`config.mk`:
```
export PLATFORM = sky130hd
export DESIGN_NAME = qpsk_rom_modulator
export DESIGN_NICKNAME = d
export VERILOG_FILES = /design/src/rtl/qpsk_pkg.sv /design/src/rtl/qpsk_bit_splitter.sv /design/src/rtl/qpsk_phase_clock.sv /design/src/rtl/qpsk_phase_rom.sv /design/src/rtl/qpsk_rom_modulator.sv
export SDC_FILE = /design/constraint.sdc
export NUM_CORES = 1
export LEC_CHECK = 0
export ABC_CLOCK_PERIOD_IN_PS = 2300
export CORE_MARGIN = 1
export CORE_UTILIZATION = 45
export CTS_CLUSTER_SIZE = 16
export DETAILED_ROUTE_END_ITERATION = 8
export PLACE_DENSITY = 0.62
export SETUP_SLACK_MARGIN = 0.5
export SYNTH_ARGS = -nofsm -noshare
export SYNTH_HDL_FRONTEND = slang
export SYNTH_SLANG_ARGS = --single-unit
```
`constraint.sdc`:
```
create_clock -name clk -period 2.3 [get_ports clk]
set_input_delay 0.345 -clock clk [delete_from_list [all_inputs] [get_ports clk]]
set_output_delay 0.345 -clock clk [all_outputs]
set_load 0.005 [all_outputs]
```
`src/rtl/qpsk_pkg.sv`:
```
// Shared constants and elaboration-time helpers for the table-select modulator.
// Assumes a power-of-two period of at least 8 samples.
package qpsk_pkg;

    typedef logic [1:0] pair_t;

    // Signed carrier value at index idx of an n-sample period, peak amp.
    // Uses a rational half-sine approximation computed at elaboration.
    function automatic int carrier_at(input int idx, input int n, input int amp);
        int h;
        int j;
        int u;
        int p;
        int mag;
        h   = n / 2;
        j   = idx % n;
        u   = (j >= h) ? (j - h) : j;
        p   = u * (h - u);
        mag = (4 * amp * p) / ((5 * h * h) / 4 - p);
        return (j >= h) ? -mag : mag;
    endfunction

    // Index offset of each selectable phase: 00=225, 01=315, 10=135, 11=45 deg.
    function automatic int phase_offset(input int sel, input int n);
        case (sel)
            0:       return (5 * n) / 8;
            1:       return (7 * n) / 8;
            2:       return (3 * n) / 8;
            default: return n / 8;
        endcase
    endfunction

endpackage

```
`src/rtl/qpsk_bit_splitter.sv`:
```
// Splits the serial stream into odd/even pairs (QPSK) or doubles each bit (BPSK).
// Holds the most recent complete pair until the next one overwrites it.
module qpsk_bit_splitter
    import qpsk_pkg::*;
(
    input  logic  clk,
    input  logic  rst_n,
    input  logic  qpsk_en,
    input  logic  bit_in,
    input  logic  bit_vld,
    output pair_t pair_pend
);

    logic half_q;
    logic odd_q;

    // Capture bits into the pending pair register.
    always_ff @(posedge clk) begin
        if (!rst_n) begin
            half_q    <= 1'b0;
            odd_q     <= 1'b0;
            pair_pend <= 2'b00;
        end else if (!qpsk_en) begin
            half_q <= 1'b0;
            if (bit_vld) pair_pend <= {bit_in, bit_in};
        end else if (bit_vld) begin
            if (!half_q) begin
                odd_q  <= bit_in;
                half_q <= 1'b1;
            end else begin
                pair_pend <= {odd_q, bit_in};
                half_q    <= 1'b0;
            end
        end
    end

    AST_BPSK_SYMMETRIC: assert property (@(posedge clk) disable iff (!rst_n)
        (!qpsk_en && bit_vld) |=> (pair_pend[1] == pair_pend[0]));
    AST_BPSK_NO_HALF: assert property (@(posedge clk) disable iff (!rst_n)
        !qpsk_en |=> !half_q);

endmodule

```
`src/rtl/qpsk_phase_clock.sv`:
```
// Free-running table address counter with a symbol-boundary pulse.
// A symbol is WRAPS counter periods; sym_end is high in its final cycle.
module qpsk_phase_clock #(
    parameter int ADDR_W = 6,
    parameter int WRAPS  = 1
) (
    input  logic              clk,
    input  logic              rst_n,
    output logic [ADDR_W-1:0] addr,
    output logic              sym_end
);

    localparam logic [ADDR_W-1:0] LAST_ADDR = '1;

    logic at_last;

    // Advance the shared table address every clock.
    always_ff @(posedge clk) begin
        if (!rst_n) addr <= '0;
        else        addr <= addr + 1'b1;
    end

    assign at_last = (addr == LAST_ADDR);

    generate
        if (WRAPS > 1) begin : g_multi
            localparam int WCNT_W = $clog2(WRAPS);
            localparam logic [WCNT_W-1:0] LAST_WRAP = WCNT_W'(WRAPS - 1);
            logic [WCNT_W-1:0] wrap_q;
            // Count completed periods within the current symbol.
            always_ff @(posedge clk) begin
                if (!rst_n)       wrap_q <= '0;
                else if (at_last) wrap_q <= (wrap_q == LAST_WRAP) ? '0 : wrap_q + 1'b1;
            end
            assign sym_end = at_last && (wrap_q == LAST_WRAP);
        end else begin : g_single
            assign sym_end = at_last;
        end
    endgenerate

    AST_ADDR_STEP: assert property (@(posedge clk) disable iff (!rst_n)
        1'b1 |=> (addr == $past(addr) + 1'b1));

endmodule

```
`src/rtl/qpsk_phase_rom.sv`:
```
// One constant carrier table, shifted by OFFSET samples, read combinationally.
// Contents come from the package formula at elaboration; no memory file.
module qpsk_phase_rom
    import qpsk_pkg::*;
#(
    parameter int ADDR_W   = 6,
    parameter int SAMPLE_W = 8,
    parameter int OFFSET   = 0
) (
    input  logic [ADDR_W-1:0]   addr,
    output logic [SAMPLE_W-1:0] data
);

    localparam int DEPTH = 1 << ADDR_W;
    localparam int AMP   = (1 << (SAMPLE_W - 1)) - 1;

    logic [SAMPLE_W-1:0] table_q [DEPTH];

    generate
        for (genvar i = 0; i < DEPTH; i++) begin : g_entry
            assign table_q[i] = SAMPLE_W'(carrier_at(i + OFFSET, DEPTH, AMP));
        end
    endgenerate

    assign data = table_q[addr];

endmodule

```
`src/rtl/qpsk_rom_modulator.sv`:
```
// Top: four phase tables read in parallel, one selected per symbol, output registered.
// Assumes qpsk_en changes only between symbols for clean pairing.
module qpsk_rom_modulator
    import qpsk_pkg::*;
#(
    parameter int ADDR_W   = 6,
    parameter int SAMPLE_W = 8,
    parameter int WRAPS    = 1
) (
    input  logic                       clk,
    input  logic                       rst_n,
    input  logic                       qpsk_en,
    input  logic                       bit_in,
    input  logic                       bit_vld,
    output logic signed [SAMPLE_W-1:0] sample_out
);

    localparam int DEPTH = 1 << ADDR_W;

    logic [ADDR_W-1:0]   addr;
    logic                sym_end;
    pair_t               pair_pend;
    pair_t               sel_q;
    logic [SAMPLE_W-1:0] rom_data [4];

    qpsk_phase_clock #(.ADDR_W(ADDR_W), .WRAPS(WRAPS)) u_clock (
        .clk     (clk),
        .rst_n   (rst_n),
        .addr    (addr),
        .sym_end (sym_end)
    );

    qpsk_bit_splitter u_split (
        .clk       (clk),
        .rst_n     (rst_n),
        .qpsk_en   (qpsk_en),
        .bit_in    (bit_in),
        .bit_vld   (bit_vld),
        .pair_pend (pair_pend)
    );

    generate
        for (genvar g = 0; g < 4; g++) begin : g_rom
            qpsk_phase_rom #(
                .ADDR_W   (ADDR_W),
                .SAMPLE_W (SAMPLE_W),
                .OFFSET   (phase_offset(g, DEPTH))
            ) u_rom (
                .addr (addr),
                .data (rom_data[g])
            );
        end
    endgenerate

    // Load the symbol's table selection only at a boundary.
    always_ff @(posedge clk) begin
        if (!rst_n)       sel_q <= 2'b00;
        else if (sym_end) sel_q <= pair_pend;
    end

    // Register the selected table entry onto the output.
    always_ff @(posedge clk) begin
        if (!rst_n) sample_out <= '0;
        else        sample_out <= $signed(rom_data[sel_q]);
    end

    AST_SEL_ONLY_AT_BOUNDARY: assert property (@(posedge clk) disable iff (!rst_n)
        !sym_end |=> $stable(sel_q));
    AST_SEL_TAKES_PENDING: assert property (@(posedge clk) disable iff (!rst_n)
        sym_end |=> (sel_q == $past(pair_pend)));

endmodule

```
==> results.md <==
Synth:
- The cell area that synthesis handed to floorplanning was 2280 um^2.
- The synthesized design contains 20 register bits.
- The biggest area consumer among synthesized cells is dfxtp_1.
- The area fraction of the dominant cell type after synthesis is 17.6%.
- Synthesis produced a netlist with a net count of 323.
- By area the synthesized netlist is led by dfxtp_1, nor2_1, ha_1.
- The number of synthesized flops with an enable pin is 0.
- Each instance of the synthesized netlist takes up on average 7.37 um^2.
- Of all flip-flops after synthesis, the portion carrying an async set or reset was 0%.
- The fraction of the yosys area taken by sequential cells is 17.6%.
- The gate count of the mapped netlist is 309.
- Synthesis instantiated 60 different standard cells from the library.
- The main flop type after synthesis is dfxtp_1.
- The count of yosys warnings during synthesis is 0.

Power:
- In this run the power density over the cells is 378 nW/um^2.
- In this run the static leakage power is 0.00109 uW.
- IR analysis of the VDD net gives a maximum drop of 306 uV.

Final layout:
- From synthesis to final layout, the design area changed by 25.3%.
- The count of fill cells added during filler insertion is 446.
- The area occupied by registers is 420 um^2.
- In the final design database the tool counted 347 nets.
- 0 antenna diodes ended up in the layout.
- The most common library cell in the layout ignoring fill and taps is nor2_1.
- Of the cells placed in the final design, the portion with a size suffix greater than 1 is 27.7%.
- In the final layout, the multi-input gates occupy 1830 um^2.
- For this run, the share of the core covered by cells in the final layout is 59.7%.
- Leaving out fill and tap cells, the most frequent cells in the layout are nor2_1, buf_4, nand2_1.

Timing:
- The peak clock frequency supported by timing is 491 MHz.
- Setup slack on the critical path of the routed design comes to 265 ps.
- The final worst clock skew is 3.50 ps.
- After layout, the worst path uses 88.5% of the clock period.
- Headroom to the max-slew limit came out at 71.7%.
- At the pin with the least slew margin, the transition time is 420 ps.
- The time the final worst path needs with I/O delays and setup is 2030 ps.
- The count of endpoints failing hold in the final timing report was 0.
- Setup violations remaining at the end of the flow were counted as 0.
- Setup repair after global routing could not meet its margin everywhere.
- The number of pins exceeding their max-slew limit in the final report was 0.
- Adding up every negative setup slack in the final design gives 0 ps.

Critical path:
- STA classifies the critical path endpoint as a flop.
- The data required time of the critical path is 2440 ps.
- The worst endpoint data arrival time is 2180 ps.
- Along the worst path, the maximum fanout reaches 7.
- STA classifies the critical path startpoint as a flop.
- By startpoint and endpoint, the worst setup path is classified as flop to flop.

Route:
- After detailed routing, the number of remaining DRC violations is 0.
- The first detailed-routing pass took 5 iterations.
- The via density per instance is 6.20.
- For this block, the initial DRC count from the detailed router was 254.
- The antenna violation net count after detailed routing is 0.
- The routed wire length is 7160 um.
- The vias after detailed routing is 2,473.
- In the final routed layout, each cell accounts on average for 17.9 um.

Place:
- The last weighted congestion value of the routability-driven placer is 0.938.
- During placement, the flow inserted port buffers numbering 12.
- The HPWL reported at the end of detailed placement is 4860 um.
- At the placement stage, the worst setup path has a slack of 154 ps.

Floorplan:
- The number of placed I/O pins is 13.
- The effective utilization at floorplan is 47.6%.
- Measured along the x axis, the die boundary spans 73.2 um.
- The core footprint is 4790 um^2.
- The height of the die is 73.2 um.
- The overall die area is 5350 um^2.
- The floorplan has 25 rows.

Global route:
- The wire length of the first global-routing pass is 11,400 um.
- The via count of the first global-routing pass came to 2,152.
- The maximum number of pins on one net before global-route repair is 34.
- For this run the aggregate overflow at the end of global routing stands at 0.
- The number of antenna violations at the first check in global routing is 0.
- Across every metal layer, demand over resource in global routing totals 28.1%.

Status:
- The run finished with clean final reports.

CTS:
- The clock latency on the worst-skew pair is 260 ps.
- The hold-fix buffer count after cts is 0.
- TritonCTS built the clock tree.
- The level count of the clock H-tree is 1.
- In this run the deepest clock path goes through 2 buffers.
- The CTS buffer count is 3.
- The clock-pin transition on the worst setup and hold timing paths is 80 ps.
- The count of clock tree sinks is 20.
- The cell chosen for the clock root is clkbuf_8.

Flow run:
- The tool flagged a number of max-cap violations equal to 0.

Worst hold path:
- The path class of the tightest hold or removal check is flop to flop.
[metal layers]
layer	global-route usage [%]	vias up	wire, um
li1	-	1205	-
met1	40.1	1153	3180
met2	40.6	104	3280
met3	6.63	11	553
met4	10.2	0	139
met5	0	-	0
[sequential cells by signal (all words and copies together), names as in the netlist]
signal and count:
u_split.odd_q 1, sample_out 8, sel_q 2, u_clock.addr 6, u_split.pair_pend 2, u_split.half_q 1
[cells by family (layout without fill, tap and decap cells)]
kind of cell	after synthesis	count (layout)	synth area share, %
AND/OR/NAND/NOR	112	112	23.2
AO/OA/AOI/OAI	101	101	32.2
XOR/XNOR	9	9	3.46
multiplexers	15	15	9.12
adder cells (fa/ha/maj)	9	9	4.94
flip-flops	20	20	17.6
buffers and inverters	43	66	9.50
[synthesized netlist by cell type (6+ instances only)]
library cell,n
inv_1,10
buf_4,6
nand3_1,10
nand2_1,30
o211a_1,6
o21ai_0,16
a211oi_1,7
a21oi_1,21
mux2_2,6
buf_2,12
o311ai_0,6
clkbuf_1,9
o211ai_1,6
ha_1,9
nor2_1,38
dfxtp_1,20
[timing repair]
action / CTS / global route
resized for setup: 22 / 27
endpoints found under the setup margin: 8 / 10
pin swaps: 8 / 6
setup buffers: 11 / 4
[per-stage QoR]
step | total power [uW] | instance area (um^2) | hold WS (ps) | cells
6_report | 1080 | 2860 | 473 | 399
4_1_cts | 1060 | 2720 | 474 | 395
3_3_place_gp | 760 | 2520 | 463 | 380
5_1_grt | 1140 | 2860 | 509 | 399
3_5_place_dp | 758 | 2520 | 463 | 380
2_1_floorplan | 653 | 2340 | 437 | 309
[worst max-delay path, cell delays in order, from the launching register on]
cell       delay (ps)
dfxtp_4           390
inv_4              60
ha_4              310
inv_4              40
mux4_2            490
a21bo_1           200
mux2_4            260
o2bb2ai_2         100
nor4_1             60
[path summary, 6_finish.rpt]
kind                                      startpoint                    to  slack (ps)  cells past startpoint
worst min register to register  u_split.pair_pend[0]  u_split.pair_pend[0]         470                      2
worst max register to register       u_clock.addr[0]         sample_out[2]         270                      8
worst max-delay path                 u_clock.addr[0]         sample_out[2]         270                      8
worst min-delay path            u_split.pair_pend[0]  u_split.pair_pend[0]         470                      2
[cell type report]
| type | count | area share, % |
|---|---|---|
| Clock buffer | 4 | 1.58 |
| Inverter | 13 | 2.37 |
| Multi-Input combinational cell | 246 | 64.1 |
| Sequential cell | 20 | 14.7 |
| Tap cell | 67 | 2.94 |
| Timing Repair Buffer | 49 | 14.3 |
[where the power goes]
part           internal, uW  total, uW  switching (uW)
clock                   124        248             124
sequential              364        381            17.0
combinational           216        452             236
No activity file was read; power rests on OpenSTA's default activity.
